File: src/rtl/sig_rx_pkg.sv
package sig_rx_pkg;
  typedef enum logic [1:0] {
    FR_HUNT = 2'd0,
    FR_DATA = 2'd1,
    FR_PAR  = 2'd2,
    FR_STOP = 2'd3
  } fr_state_e;

  function automatic logic [3:0] rate_bits(input logic [1:0] code);
    case (code)
      2'd0:    rate_bits = 4'd1;
      2'd1:    rate_bits = 4'd2;
      default: rate_bits = 4'd8;
    endcase
  endfunction
endpackage

File: src/rtl/sig_slot_tap.sv
module sig_slot_tap #(
  parameter int SLOTS = 4,
  localparam int CW = $clog2(SLOTS * 8),
  localparam int SW = $clog2(SLOTS)
) (
  input  logic          clk,
  input  logic          rst_n,
  input  logic          bit_en,
  input  logic          fsync,
  input  logic          sdata,
  input  logic          en,
  input  logic [1:0]    rate,
  input  logic [SW-1:0] slot,
  output logic          tap_vld,
  output logic          tap_bit
);
  import sig_rx_pkg::*;

  logic [CW-1:0] pos_q;
  logic [CW-1:0] cur;
  logic          take;

  assign cur  = fsync ? '0 : pos_q;
  assign take = (cur[CW-1:3] == slot) && ({1'b0, cur[2:0]} < rate_bits(rate));

  always_ff @(posedge clk or negedge rst_n) begin
    if (!rst_n) begin
      pos_q   <= '0;
      tap_vld <= 1'b0;
      tap_bit <= 1'b1;
    end else begin
      tap_vld <= bit_en && en && take;
      if (bit_en) begin
        pos_q   <= cur + 1'b1;
        tap_bit <= sdata;
      end
    end
  end
endmodule

File: src/rtl/sig_deframer.sv
module sig_deframer (
  input  logic       clk,
  input  logic       rst_n,
  input  logic       en,
  input  logic       in_vld,
  input  logic       in_bit,
  input  logic       msg_mode,
  input  logic       framed,
  input  logic       par_en,
  input  logic       msb_first,
  input  logic [8:0] msg_len,
  output logic       push_vld,
  output logic [7:0] push_data,
  output logic       err_set,
  output logic       msg_done
);
  import sig_rx_pkg::*;

  fr_state_e  st;
  logic [7:0] sh;
  logic [7:0] sh_nx;
  logic [2:0] nb;
  logic [8:0] cnt;
  logic [8:0] cnt_nx;
  logic [8:0] len;
  logic       par;
  logic       use_frame;

  assign use_frame = msg_mode || framed;
  assign len       = msg_mode ? msg_len : 9'd8;
  assign cnt_nx    = cnt + 9'd1;
  assign sh_nx     = msb_first ? {sh[6:0], in_bit} : {in_bit, sh[7:1]};

  function automatic logic [7:0] align(input logic [7:0] v, input logic [2:0] k_m1,
                                       input logic msb);
    logic [2:0] gap;
    gap = 3'd7 - k_m1;
    align = msb ? (v << gap) : (v >> gap);
  endfunction

  always_ff @(posedge clk or negedge rst_n) begin
    if (!rst_n) begin
      st        <= FR_HUNT;
      sh        <= '0;
      nb        <= '0;
      cnt       <= '0;
      par       <= 1'b0;
      push_vld  <= 1'b0;
      push_data <= '0;
      err_set   <= 1'b0;
      msg_done  <= 1'b0;
    end else begin
      push_vld <= 1'b0;
      err_set  <= 1'b0;
      msg_done <= 1'b0;
      if (!en) begin
        st <= FR_HUNT;
        nb <= '0;
      end else if (in_vld) begin
        if (!use_frame) begin
          sh <= sh_nx;
          nb <= nb + 3'd1;
          if (nb == 3'd7) begin
            push_vld  <= 1'b1;
            push_data <= sh_nx;
          end
        end else begin
          case (st)
            FR_HUNT: if (!in_bit) begin
              st  <= FR_DATA;
              nb  <= '0;
              cnt <= '0;
              par <= 1'b0;
              sh  <= '0;
            end
            FR_DATA: begin
              sh  <= sh_nx;
              par <= par ^ in_bit;
              cnt <= cnt_nx;
              nb  <= nb + 3'd1;
              if (nb == 3'd7 || cnt_nx == len) begin
                push_vld  <= 1'b1;
                push_data <= align(sh_nx, nb, msb_first);
                nb        <= '0;
                sh        <= '0;
              end
              if (cnt_nx == len) st <= par_en ? FR_PAR : FR_STOP;
            end
            FR_PAR: begin
              if (in_bit != par) err_set <= 1'b1;
              st <= FR_STOP;
            end
            default: begin
              if (!in_bit) err_set <= 1'b1;
              msg_done <= msg_mode;
              st       <= FR_HUNT;
            end
          endcase
        end
      end
    end
  end
endmodule

File: src/rtl/sig_byte_fifo.sv
module sig_byte_fifo #(
  parameter int DEPTH = 16,
  localparam int AW = $clog2(DEPTH),
  localparam int LW = $clog2(DEPTH + 1)
) (
  input  logic          clk,
  input  logic          rst_n,
  input  logic          wr_vld,
  input  logic [7:0]    wr_data,
  output logic          rd_valid,
  input  logic          rd_ready,
  output logic [7:0]    rd_data,
  output logic [LW-1:0] level
);
  logic [7:0]    mem [DEPTH];
  logic [AW-1:0] wp, rp;
  logic          do_wr, do_rd;

  assign rd_valid = (level != '0);
  assign rd_data  = mem[rp];
  assign do_rd    = rd_valid && rd_ready;
  assign do_wr    = wr_vld && (level != LW'(DEPTH));

  always_ff @(posedge clk) begin
    if (do_wr) mem[wp] <= wr_data;
  end

  always_ff @(posedge clk or negedge rst_n) begin
    if (!rst_n) begin
      wp    <= '0;
      rp    <= '0;
      level <= '0;
    end else begin
      if (do_wr) wp <= (wp == AW'(DEPTH - 1)) ? '0 : wp + 1'b1;
      if (do_rd) rp <= (rp == AW'(DEPTH - 1)) ? '0 : rp + 1'b1;
      level <= level + LW'(do_wr) - LW'(do_rd);
    end
  end
endmodule

File: src/rtl/sig_rx.sv
module sig_rx #(
  parameter int SLOTS = 4,
  parameter int DEPTH = 16,
  localparam int SW = $clog2(SLOTS),
  localparam int LW = $clog2(DEPTH + 1)
) (
  input  logic          clk,
  input  logic          rst_n,
  input  logic          bit_en,
  input  logic          fsync,
  input  logic          sdata,
  input  logic          cfg_en,
  input  logic          cfg_msg_mode,
  input  logic          cfg_framed,
  input  logic          cfg_par_en,
  input  logic          cfg_msb_first,
  input  logic [1:0]    cfg_rate,
  input  logic [SW-1:0] cfg_slot,
  input  logic [8:0]    cfg_msg_len,
  input  logic [LW-1:0] cfg_level,
  input  logic          stat_rd,
  output logic          rd_valid,
  input  logic          rd_ready,
  output logic [7:0]    rd_data,
  output logic [LW-1:0] fifo_level,
  output logic          err_flag,
  output logic          irq
);
  logic       tap_vld, tap_bit;
  logic       push_vld, err_set, msg_done;
  logic [7:0] push_data;
  logic       msg_flag;

  sig_slot_tap #(.SLOTS(SLOTS)) u_tap (
    .clk(clk), .rst_n(rst_n), .bit_en(bit_en), .fsync(fsync), .sdata(sdata),
    .en(cfg_en), .rate(cfg_rate), .slot(cfg_slot),
    .tap_vld(tap_vld), .tap_bit(tap_bit)
  );

  sig_deframer u_fr (
    .clk(clk), .rst_n(rst_n), .en(cfg_en), .in_vld(tap_vld), .in_bit(tap_bit),
    .msg_mode(cfg_msg_mode), .framed(cfg_framed), .par_en(cfg_par_en),
    .msb_first(cfg_msb_first), .msg_len(cfg_msg_len),
    .push_vld(push_vld), .push_data(push_data), .err_set(err_set), .msg_done(msg_done)
  );

  sig_byte_fifo #(.DEPTH(DEPTH)) u_fifo (
    .clk(clk), .rst_n(rst_n), .wr_vld(push_vld), .wr_data(push_data),
    .rd_valid(rd_valid), .rd_ready(rd_ready), .rd_data(rd_data), .level(fifo_level)
  );

  always_ff @(posedge clk or negedge rst_n) begin
    if (!rst_n) begin
      err_flag <= 1'b0;
      msg_flag <= 1'b0;
    end else begin
      err_flag <= (err_flag && !stat_rd) || err_set;
      msg_flag <= (msg_flag && !stat_rd) || msg_done;
    end
  end

  assign irq = cfg_msg_mode ? msg_flag : (fifo_level >= cfg_level);
endmodule

File: config.mk
export PLATFORM = sky130hd
export DESIGN_NAME = sig_rx
export DESIGN_NICKNAME = d
export VERILOG_FILES = /design/src/rtl/sig_rx_pkg.sv /design/src/rtl/sig_slot_tap.sv /design/src/rtl/sig_deframer.sv /design/src/rtl/sig_byte_fifo.sv /design/src/rtl/sig_rx.sv
export SDC_FILE = /design/constraint.sdc
export NUM_CORES = 1
export LEC_CHECK = 0
export CAP_MARGIN = 0
export CORE_UTILIZATION = 50
export DETAILED_ROUTE_END_ITERATION = 12
export PLACE_DENSITY_LB_ADDON = 0.08
export SLEW_MARGIN = 10
export SYNTH_ARGS = -nofsm -noshare
export SYNTH_HDL_FRONTEND = slang
export SYNTH_HIERARCHICAL = 1
export SYNTH_SLANG_ARGS = --single-unit
export TNS_END_PERCENT = 20
File: constraint.sdc
create_clock -name clk -period 4.9 [get_ports clk]
set_clock_uncertainty 0.05 [all_clocks]
set_input_delay 1.225 -clock clk [delete_from_list [all_inputs] [get_ports clk]]
set_output_delay 1.225 -clock clk [all_outputs]
set_load 0.03 [all_outputs]
; ---- After elaboration in Yosys (flattened, before gate mapping)
; Memory sizes are Yosys's and may differ from the RTL's.
; Cells that the tools add are included.
[word_totals]
reg_bits = 56
ramBits = 128
inputBits = 30
out_inout_bits = 16
elab_cells = 127
n_memories = 1
[op_classes]
n_addsub = 8
n_lt_le_gt_ge = 2
n_eq_ne = 21
shifts = 2
muxes = 51
bitwise = 1
reduce_logical = 24
[memory_table]
columns = memory, depth, word_bits, rd, rd_clocked_by_memory_dff, wr, line
row1 = u_fifo.mem, 16, 8, 1, 0, 1, sig_byte_fifo.sv:15  ; logic [7:0] mem [DEPTH];
[ops]
columns = operator, count
row1 = 8-bit 2-to-1 mux, 9
row2 = 1-bit 2-to-1 mux, 20
row3 = 9-bit 2-to-1 mux, 2
row4 = 9-bit one-hot mux with 2 select lines, 1
row5 = 8-bit one-hot mux with 2 select lines, 1
row6 = 3-bit 2-to-1 mux, 5
row7 = 2-bit 2-to-1 mux, 5
row8 = 5-bit AND reduction, 2
row9 = "9-bit by 1-bit adder with 9-bit output, second input constant", 1
row10 = 9-bit == test, 1
row11 = "3-bit inequality test, second input constant", 3
row12 = "4-bit by 1-bit adder with 4-bit output, second input constant", 2
row13 = "4-bit == test, second input constant", 2
row14 = 4-bit 2-to-1 mux, 2
row15 = "4-bit inequality test, second input constant", 2
row16 = 4-bit one-hot mux with 2 select lines, 1
row17 = 4-bit AND reduction, 2
row18 = 8-bit by 3-bit << shifter with 8-bit output, 1
row19 = 8-bit by 3-bit >> shifter with 8-bit output, 1
row20 = 1-bit logical AND, 7
row21 = "2-bit inequality test, second input constant", 3
row22 = 2-bit one-hot mux with 3 select lines, 1
row23 = 3-bit one-hot mux with 2 select lines, 1
row24 = 5-bit by 1-bit adder with 5-bit output, 1
row25 = 25 further kinds, 33

; ---- Longest topological paths before layout
; Gate-level depths: netlist of run 1.
[depth]
ltp_word = 8
depth_mapped = 15
depth_no_buf = 14

; ---- By module
; Netlist of run 1, hierarchy kept.
[by_module_without_submodules]
columns = module, n_inst, cells_per_inst, area_each_um2, seq_area_each_um2
row1 = sig_byte_fifo, 1, 311, 5789.3, 4169.0
row2 = sig_deframer, 1, 304, 2767.7, 850.8
row3 = sig_slot_tap, 1, 41, 416.6, 176.4
row4 = sig_rx, 1, 23, 198.9, 50.0

; ---- Worst setup path before layout of run 1
; No wires, ideal clock.
[synth_timing]
path_kind = input to output
from = input cfg_level[2]
to = output irq
arrival_time_ps = 2127
required_time_ps = 3625
slack_ps = 1498
path_stages = 5
path_buffers = 0
cell_sequence = inv_1 -> ha_1 -> a21o_1 -> a31oi_1 -> o21ai_1
[synth_between]
elab_chain_cells = 2
[synth_lines]
columns = item, line
row1 = from (decl), sig_rx.sv:20  ; input logic [LW-1:0] cfg_level,
row2 = 5-bit >= comparator, sig_rx.sv:62  ; assign irq = cfg_msg_mode ? msg_flag : (fifo_level >= cfg_level);
row3 = 1-bit 2-to-1 mux, sig_rx.sv:62
row4 = to (decl), sig_rx.sv:27  ; output logic irq
; No other way between the ends.

; ---- Worst setup path in the final report of run 1
[layout_timing]
from = register u_fifo.rp[1]
to = output rd_data[6]
[layout_between]
elab_chain_cells = 1
[layout_lines]
columns = item, line
row1 = from (decl), sig_byte_fifo.sv:16  ; logic [AW-1:0] wp, rp;
row2 = from (signal assigned), sig_byte_fifo.sv:35  ; if (do_rd) rp <= (rp == AW'(DEPTH - 1)) ? '0 : rp + 1'b1;
row3 = memory 16 x 8 bit, --
row4 = to (decl), sig_rx.sv:24  ; output logic [7:0] rd_data,
; No other way between the ends.

==> results of run 1 <==
## stage by stage
stage	instances	utilization	worst slack [ps]	area [µm²]	hold WS (ps)
after global routing	951	0.576	495	10300	395
after CTS	951	0.576	568	10300	381
after floorplan	679	-	1500	9170	354
final	951	0.576	607	10300	374
after detailed placement	920	0.544	589	9770	364
after global placement	920	0.544	618	9770	364
## area by class of cell
cell class	count	area, µm²
clock buffer	17	425
clock inverter	14	149
fill	1416	7620
inverter	30	113
multi-input combinational	421	3600
sequential	184	5250
tap	229	287
timing repair buffer	56	528
## worst min-delay path by stage
stage / from / slack (ps) / end / cells after the start
after global routing: u_fr/msg_done$_DFF_PN0_ / 390 / msg_flag$_DFF_PN0_ / 1
after detailed placement: u_fr/msg_done$_DFF_PN0_ / 360 / msg_flag$_DFF_PN0_ / 1
after CTS: u_fr/msg_done$_DFF_PN0_ / 380 / msg_flag$_DFF_PN0_ / 1
final: u_fr/msg_done$_DFF_PN0_ / 370 / msg_flag$_DFF_PN0_ / 1
after floorplan: u_fr/err_set$_DFF_PN0_ / 350 / err_flag$_DFF_PN0_ / 1
after global placement: u_fr/msg_done$_DFF_PN0_ / 360 / msg_flag$_DFF_PN0_ / 1
## sequential cells by signal, summed over array words and instances, names as in the netlist
| register | count |
|---|---|
| u_fifo/rp | 4 |
| u_fr/sh | 8 |
| msg_flag | 1 |
| err_flag | 1 |
| u_tap/pos_q | 5 |
| u_fr/cnt | 9 |
| u_fr/msg_done | 1 |
| u_fr/st | 2 |
| u_fr/push_data | 8 |
| u_fr/err_set | 1 |
| u_fifo/level | 5 |
| u_tap/tap_vld | 1 |
| u_fifo/wp | 4 |
| u_fr/push_vld | 1 |
| u_fr/par | 1 |
| u_tap/tap_bit | 1 |
| u_fifo/mem | 128 |
| u_fr/nb | 3 |
## metal layers
layer	GRT usage	vias up	wire length [µm]
met5	0	-	0
met4	0.0611	0	257
met3	0.0375	16	513
met2	0.405	98	10200
met1	0.261	2888	8020
li1	-	2638	-
## Yosys cell counts, types with 7 or more instances
master	count	area (µm²)
nand2_1	45	169
clkbuf_1	25	93.8
a21o_1	9	67.6
a32oi_1	10	87.6
nand3_1	15	75.1
edfxtp_1	128	3840
buf_4	7	52.6
mux4_2	31	698
ha_1	25	313
nor2_1	25	93.8
inv_1	30	113
buf_2	7	35.0
mux2i_1	37	370
a21oi_1	20	100
a22oi_1	8	60.1
a22o_1	18	158
nor3_1	7	35.0
xnor2_1	13	114
o21ai_0	28	140
dfrtp_1	55	1380
mux2_2	23	259
a31oi_1	7	43.8
and2_1	11	68.8
nor2b_1	8	50.1
## power by group through the flow
stage	Combinational, mW	Clock (mW)	Sequential, mW
global placement	0.903	0	1.89
detailed placement	0.930	0	1.89
CTS	0.932	1.35	1.86
global route	0.999	1.40	1.88
floorplan	0.690	0	1.83
finish	0.922	1.32	1.86
## cells by family after synthesis
family / Yosys count / synth area share
flops: 184 / 0.572
simple gates: 154 / 0.0888
fa+ha+maj: 26 / 0.0363
mux: 93 / 0.148
buf+inv: 74 / 0.0359
xor+xnor: 18 / 0.0172
compound gates: 130 / 0.102
## critical path: cells and delay by family (launching register included)
family,cells,cell delay (ps)
DFF,1,860
buffers and inverters,1,720
AOI/OAI and AO/OA,2,660
muxes,2,340
## layout by cell type (no fill, tap or decap), types with 18 or more instances in the layout
master	instances
edfxtp_1	128
dfrtp_1	54
nand2_1	45
clkdlybuf4s50_1	44
mux2i_1	37
mux4_2	31
inv_1	30
o21ai_0	28
ha_1	25
nor2_1	25
mux2_2	23
a21oi_1	20
a22o_1	18
==> flow_metrics.env, run 1 <==
export IMPL_antenna_found_initial=0
export IMPL_io_buffers=45
export IMPL_io_pin_count=46
export IMPL_fin_crit_sh=0.876
export IMPL_tns_ps=0
export IMPL_numCtsBuffers=17
export IMPL_cts_setup_buffers=0
export IMPL_worst_pin_slew_ps=992
export IMPL_max_stage_delay_ps=860
export IMPL_drv_cap=0
export IMPL_htree_levels=4
export IMPL_clockBufferDepth=2
export IMPL_die_area_um2=18900
export IMPL_ant_nets=0
export IMPL_timing_rr_start="u_fifo/level[2]$_DFF_PN0_"
export IMPL_die_x_um=137
export IMPL_p_leak_nw=4.21
export IMPL_worstReg2RegEnd="u_fifo/level[4]$_DFF_PN0_"
export IMPL_synth_cell_types=71
export IMPL_n_antenna_cell=0
export IMPL_worstPathMaxFanout=28
export IMPL_intPower_mw=2.82
export IMPL_die_y_um=137
export IMPL_grt_pass1_vias=5742
export IMPL_fin_crit_ps=4290
export IMPL_overflow=0
export IMPL_seq_area_frac_synth=0.572
export IMPL_vias=5640
export IMPL_firstDrtPassIters=5
export IMPL_p_switching_mw=1.28
export IMPL_endpoint_kind="output pin"
export IMPL_grt_pass1_wl_um=30800
export IMPL_seqPwrFrac=0.453
export IMPL_hold_class="register to register"
export IMPL_cts_root_buf="clkbuf_16"
export IMPL_area_growth_pct=12.8
export IMPL_cts_sinks=184
export IMPL_status="finished, final reports clean"
export IMPL_routed_wl_um=19000
export IMPL_netlist_area_um2=9170
export IMPL_async_flop_share=0.304
export IMPL_synthCells=679
export IMPL_yosys_warnings=6
export IMPL_reg2regPathDepth=13
export IMPL_rsz0062_at_grt="no"
export IMPL_drive_above_1_share=0.159
export IMPL_critical_path_arrival_ps=3020
export IMPL_cp_required_ps=3620
export IMPL_fmax_mhz=233
export IMPL_nets=766
export IMPL_path_class="register to output pin"
export IMPL_post_drt_wl_per_cell_um=19.9
export IMPL_relSlewSlack=0.339
export IMPL_cts_repair_resized=0
export IMPL_setup_viol=0
export IMPL_cts_hold_buf=0
export IMPL_clkPwrFrac=0.322
export IMPL_clk_latency_ps=430
export IMPL_grt_max_degree=37
export IMPL_avgViaCountPerCell=5.93
export IMPL_endpoint="rd_data[6]"
export IMPL_drc=0
export IMPL_powerDensity_nw_per_um2=396
export IMPL_critPathLaunch="u_fifo/rp[1]$_DFFE_PN0P_"
export IMPL_path_cells="mux2i_1, a22oi_1, mux2i_1, o21ai_0, clkdlybuf4s50_1"
export IMPL_grt_use_total=0.219
export IMPL_synth_avg_cell_area_um2=13.5
export IMPL_combPwrFrac=0.225
export IMPL_startpoint_type="register"
export IMPL_power_mw=4.10
export IMPL_place_gp_congestion=0.952
export IMPL_irDropWorstVdd_mv=0.302
export IMPL_synth_edf_count=128
export IMPL_cts_tree="built"
export IMPL_coreArea_um2=18000
export IMPL_path_common_cell="mux2i_1"
export IMPL_reg2reg_slack_ps=1980
export IMPL_drv_slew=0
export IMPL_start_util=0.511
export IMPL_dp_hpwl_um=13300
export IMPL_ys_ff_latch=184
export IMPL_syn_nets=735
export IMPL_synthFlopType="edfxtp_1"
export IMPL_clk_pin_slew_worst_paths_ps=70
export IMPL_hold_violations=0
export IMPL_drt_iter0_markers=309
export IMPL_rows=49
export IMPL_crit_slowest_cell="dfrtp_2"
export IMPL_swShare=0.313
Power figures use the tool's default switching activity.
==> run 2, diff against run 1 <==
--- a/config.mk
+++ b/config.mk
@@ -7,7 +7,9 @@
 export LEC_CHECK = 0
 export CAP_MARGIN = 0
 export CORE_UTILIZATION = 50
+export CTS_CLUSTER_DIAMETER = 80
 export DETAILED_ROUTE_END_ITERATION = 12
+export DONT_BUFFER_PORTS = 1
 export PLACE_DENSITY_LB_ADDON = 0.08
 export SLEW_MARGIN = 10
 export SYNTH_ARGS = -nofsm -noshare
==> constraint.sdc (replaced) <==
create_clock -name clk -period 3.5 [get_ports clk]
set_clock_uncertainty 0.05 [all_clocks]
set_input_delay 0.875 -clock clk [delete_from_list [all_inputs] [get_ports clk]]
set_output_delay 0.875 -clock clk [all_outputs]
set_load 0.03 [all_outputs]
==> run 2 against run 1 <==
Compared with the run above:
- sequential share of layout area rose by 1.8 points
- via count fell by 2.7%
- global-route usage shrank 0.87 points
- die area did not move
- setup slack lost 390 ps
- flip-flop and latch count unchanged
- count of clock-buffer cells in the layout is the same
- non-clock buffer count decreased by 37
- combinational power increased by 34%
- critical endpoint is now rd_data[0]
==> flow_metrics.env, run 2 (synthesis results as in run 1) <==
export IMPL_powerDensity_nw_per_um2=564
export IMPL_start_util=0.511
export IMPL_timing_rr_start="u_fifo/level[3]$_DFF_PN0_"
export IMPL_cts_hold_buf=0
export IMPL_largestRegisters="u_fifo/mem: 128 flops, u_fr/cnt: 9 flops"
export IMPL_power_mw=5.63
export IMPL_cts_repair_resized=0
export IMPL_hold_class="input pin to async pin"
export IMPL_overflow=0
export IMPL_n_antenna_cell=0
export IMPL_seqPwrFrac=0.453
export IMPL_worstPathMaxFanout=30
export IMPL_drv_cap=0
export IMPL_intPower_mw=3.87
export IMPL_reg2reg_slack_ps=430
export IMPL_htree_levels=4
export IMPL_cp_required_ps=2570
export IMPL_worstReg2RegEnd="u_fifo/level[4]$_DFF_PN0_"
export IMPL_routed_wl_um=18600
export IMPL_tns_ps=0
export IMPL_drc=0
export IMPL_largest_reg_flops=128
export IMPL_avgViaCountPerCell=6.00
export IMPL_numCtsBuffers=17
export IMPL_grt_pass1_vias=5459
export IMPL_area_growth_pct=8.87
export IMPL_cts_tree="built"
export IMPL_reg2regPathDepth=13
export IMPL_clk_pin_slew_worst_paths_ps=70
export IMPL_clk_latency_ps=430
export IMPL_status="finished, final reports clean"
export IMPL_hold_violations=0
export IMPL_path_class="register to output pin"
export IMPL_die_area_um2=18900
export IMPL_endpoint_kind="output pin"
export IMPL_cts_sinks=184
export IMPL_grt_use_total=0.211
export IMPL_drv_slew=0
export IMPL_fill_cells=1480
export IMPL_grt_max_degree=57
export IMPL_fin_crit_ps=3290
export IMPL_relSlewSlack=0.409
export IMPL_fin_util=0.556
export IMPL_final_common_cell="edfxtp_1"
export IMPL_cts_setup_buffers=0
export IMPL_die_x_um=137
export IMPL_drt_iter0_markers=378
export IMPL_startpoint_type="register"
export IMPL_setup_viol=0
export IMPL_top_register="u_fifo/mem"
export IMPL_cts_root_buf="clkbuf_16"
export IMPL_p_leak_nw=4.09
export IMPL_post_drt_wl_per_cell_um=20.3
export IMPL_critical_path_arrival_ps=2360
export IMPL_place_gp_congestion=0.906
export IMPL_fin_crit_sh=0.939
export IMPL_io_pin_count=46
export IMPL_grt_pass1_wl_um=29400
export IMPL_vias=5489
export IMPL_drive_above_1_share=0.179
export IMPL_firstDrtPassIters=5
export IMPL_worst_pin_slew_ps=883
export IMPL_dp_hpwl_um=12600
export IMPL_p_switching_mw=1.76
export IMPL_ant_nets=0
export IMPL_clockBufferDepth=2
export IMPL_swShare=0.313
export IMPL_most_common_layout_cells="edfxtp_1 (128), dfrtp_1 (54), nand2_1 (45), mux2i_1 (37), mux4_2 (31)"
export IMPL_fmax_mhz=304
export IMPL_coreArea_um2=18000
export IMPL_rsz0062_at_grt="no"
export IMPL_irDropWorstVdd_mv=0.377
export IMPL_nets=729
export IMPL_clkPwrFrac=0.328
export IMPL_antenna_found_initial=0
export IMPL_rows=49
export IMPL_io_buffers=0
export IMPL_combPwrFrac=0.219
export IMPL_die_y_um=137
-- run 2: cell count changes in the layout (fill, tap and decap cells not counted), sizes merged --
cell / before / now
clkdlybuf4s50: 44 / 0
buf: 12 / 19
clkinvlp: 1 / 2
inv: 39 / 40
clkinv: 4 / 3
-- run 2: how the worst max path moves through the flow --
stage | start | end | slack [ps] | depth (start not counted)
2_1_floorplan | u_fifo/level[3]$_DFF_PN0_ | u_fifo/level[4]$_DFF_PN0_ | 500 | 14
3_3_place_gp | u_fifo/level[3]$_DFF_PN0_ | u_fifo/level[4]$_DFF_PN0_ | 490 | 13
3_5_place_dp | u_fifo/level[3]$_DFF_PN0_ | u_fifo/level[4]$_DFF_PN0_ | 440 | 13
4_1_cts | u_fifo/rp[0]$_DFFE_PN0P_ | rd_data[0] | 90 | 6
5_1_grt | u_fifo/rp[1]$_DFFE_PN0P_ | rd_data[0] | 50 | 6
6_report | u_fifo/rp[1]$_DFFE_PN0P_ | rd_data[0] | 210 | 6
-- run 2: area by class of cell --
class                      instances  area, µm²  area share
clock buffer                      17        425      0.0426
clock inverter                    15        146      0.0147
inverter                          30        113      0.0113
multi-input combinational        421       3600       0.360
sequential                       184       5250       0.525
tap                              229        287      0.0287
timing repair buffer              19        168      0.0168
-- run 2: stage by stage --
step                cell area [µm²]  worst slack, ps  instances  hold slack (ps)
floorplan                      9170              504        679              354
global placement               9410              492        883              362
detailed placement             9410              442        883              374
CTS                            9980             86.3        915             63.4
global route                   9990             52.0        915             78.1
finish                         9990              213        915             95.1
-- run 2: critical path, stage by stage, from the launching register on --
cell,delay [ps]
dfrtp_2,610
buf_12,280
mux2i_1,230
a22oi_1,150
a32oi_1,300
o21ai_0,160
buf_4,200
-- run 2: power by group through the flow --
| stage | registers [mW] | logic, mW | clock network, mW |
|---|---|---|---|
| 2_1_floorplan | 2.56 | 0.966 | 0 |
| 3_3_place_gp | 2.60 | 1.22 | 0 |
| 3_5_place_dp | 2.61 | 1.25 | 0 |
| 4_1_cts | 2.56 | 1.26 | 1.89 |
| 5_1_grt | 2.57 | 1.35 | 1.96 |
| 6_report | 2.55 | 1.24 | 1.85 |
-- run 2: routing by layer --
layer / track usage / vias up / wire (µm)
li1: - / 2566 / -
met5: 0 / - / 0
met1: 0.264 / 2774 / 7960
met2: 0.372 / 131 / 9680
met4: 0.0702 / 0 / 217
met3: 0.0313 / 18 / 698
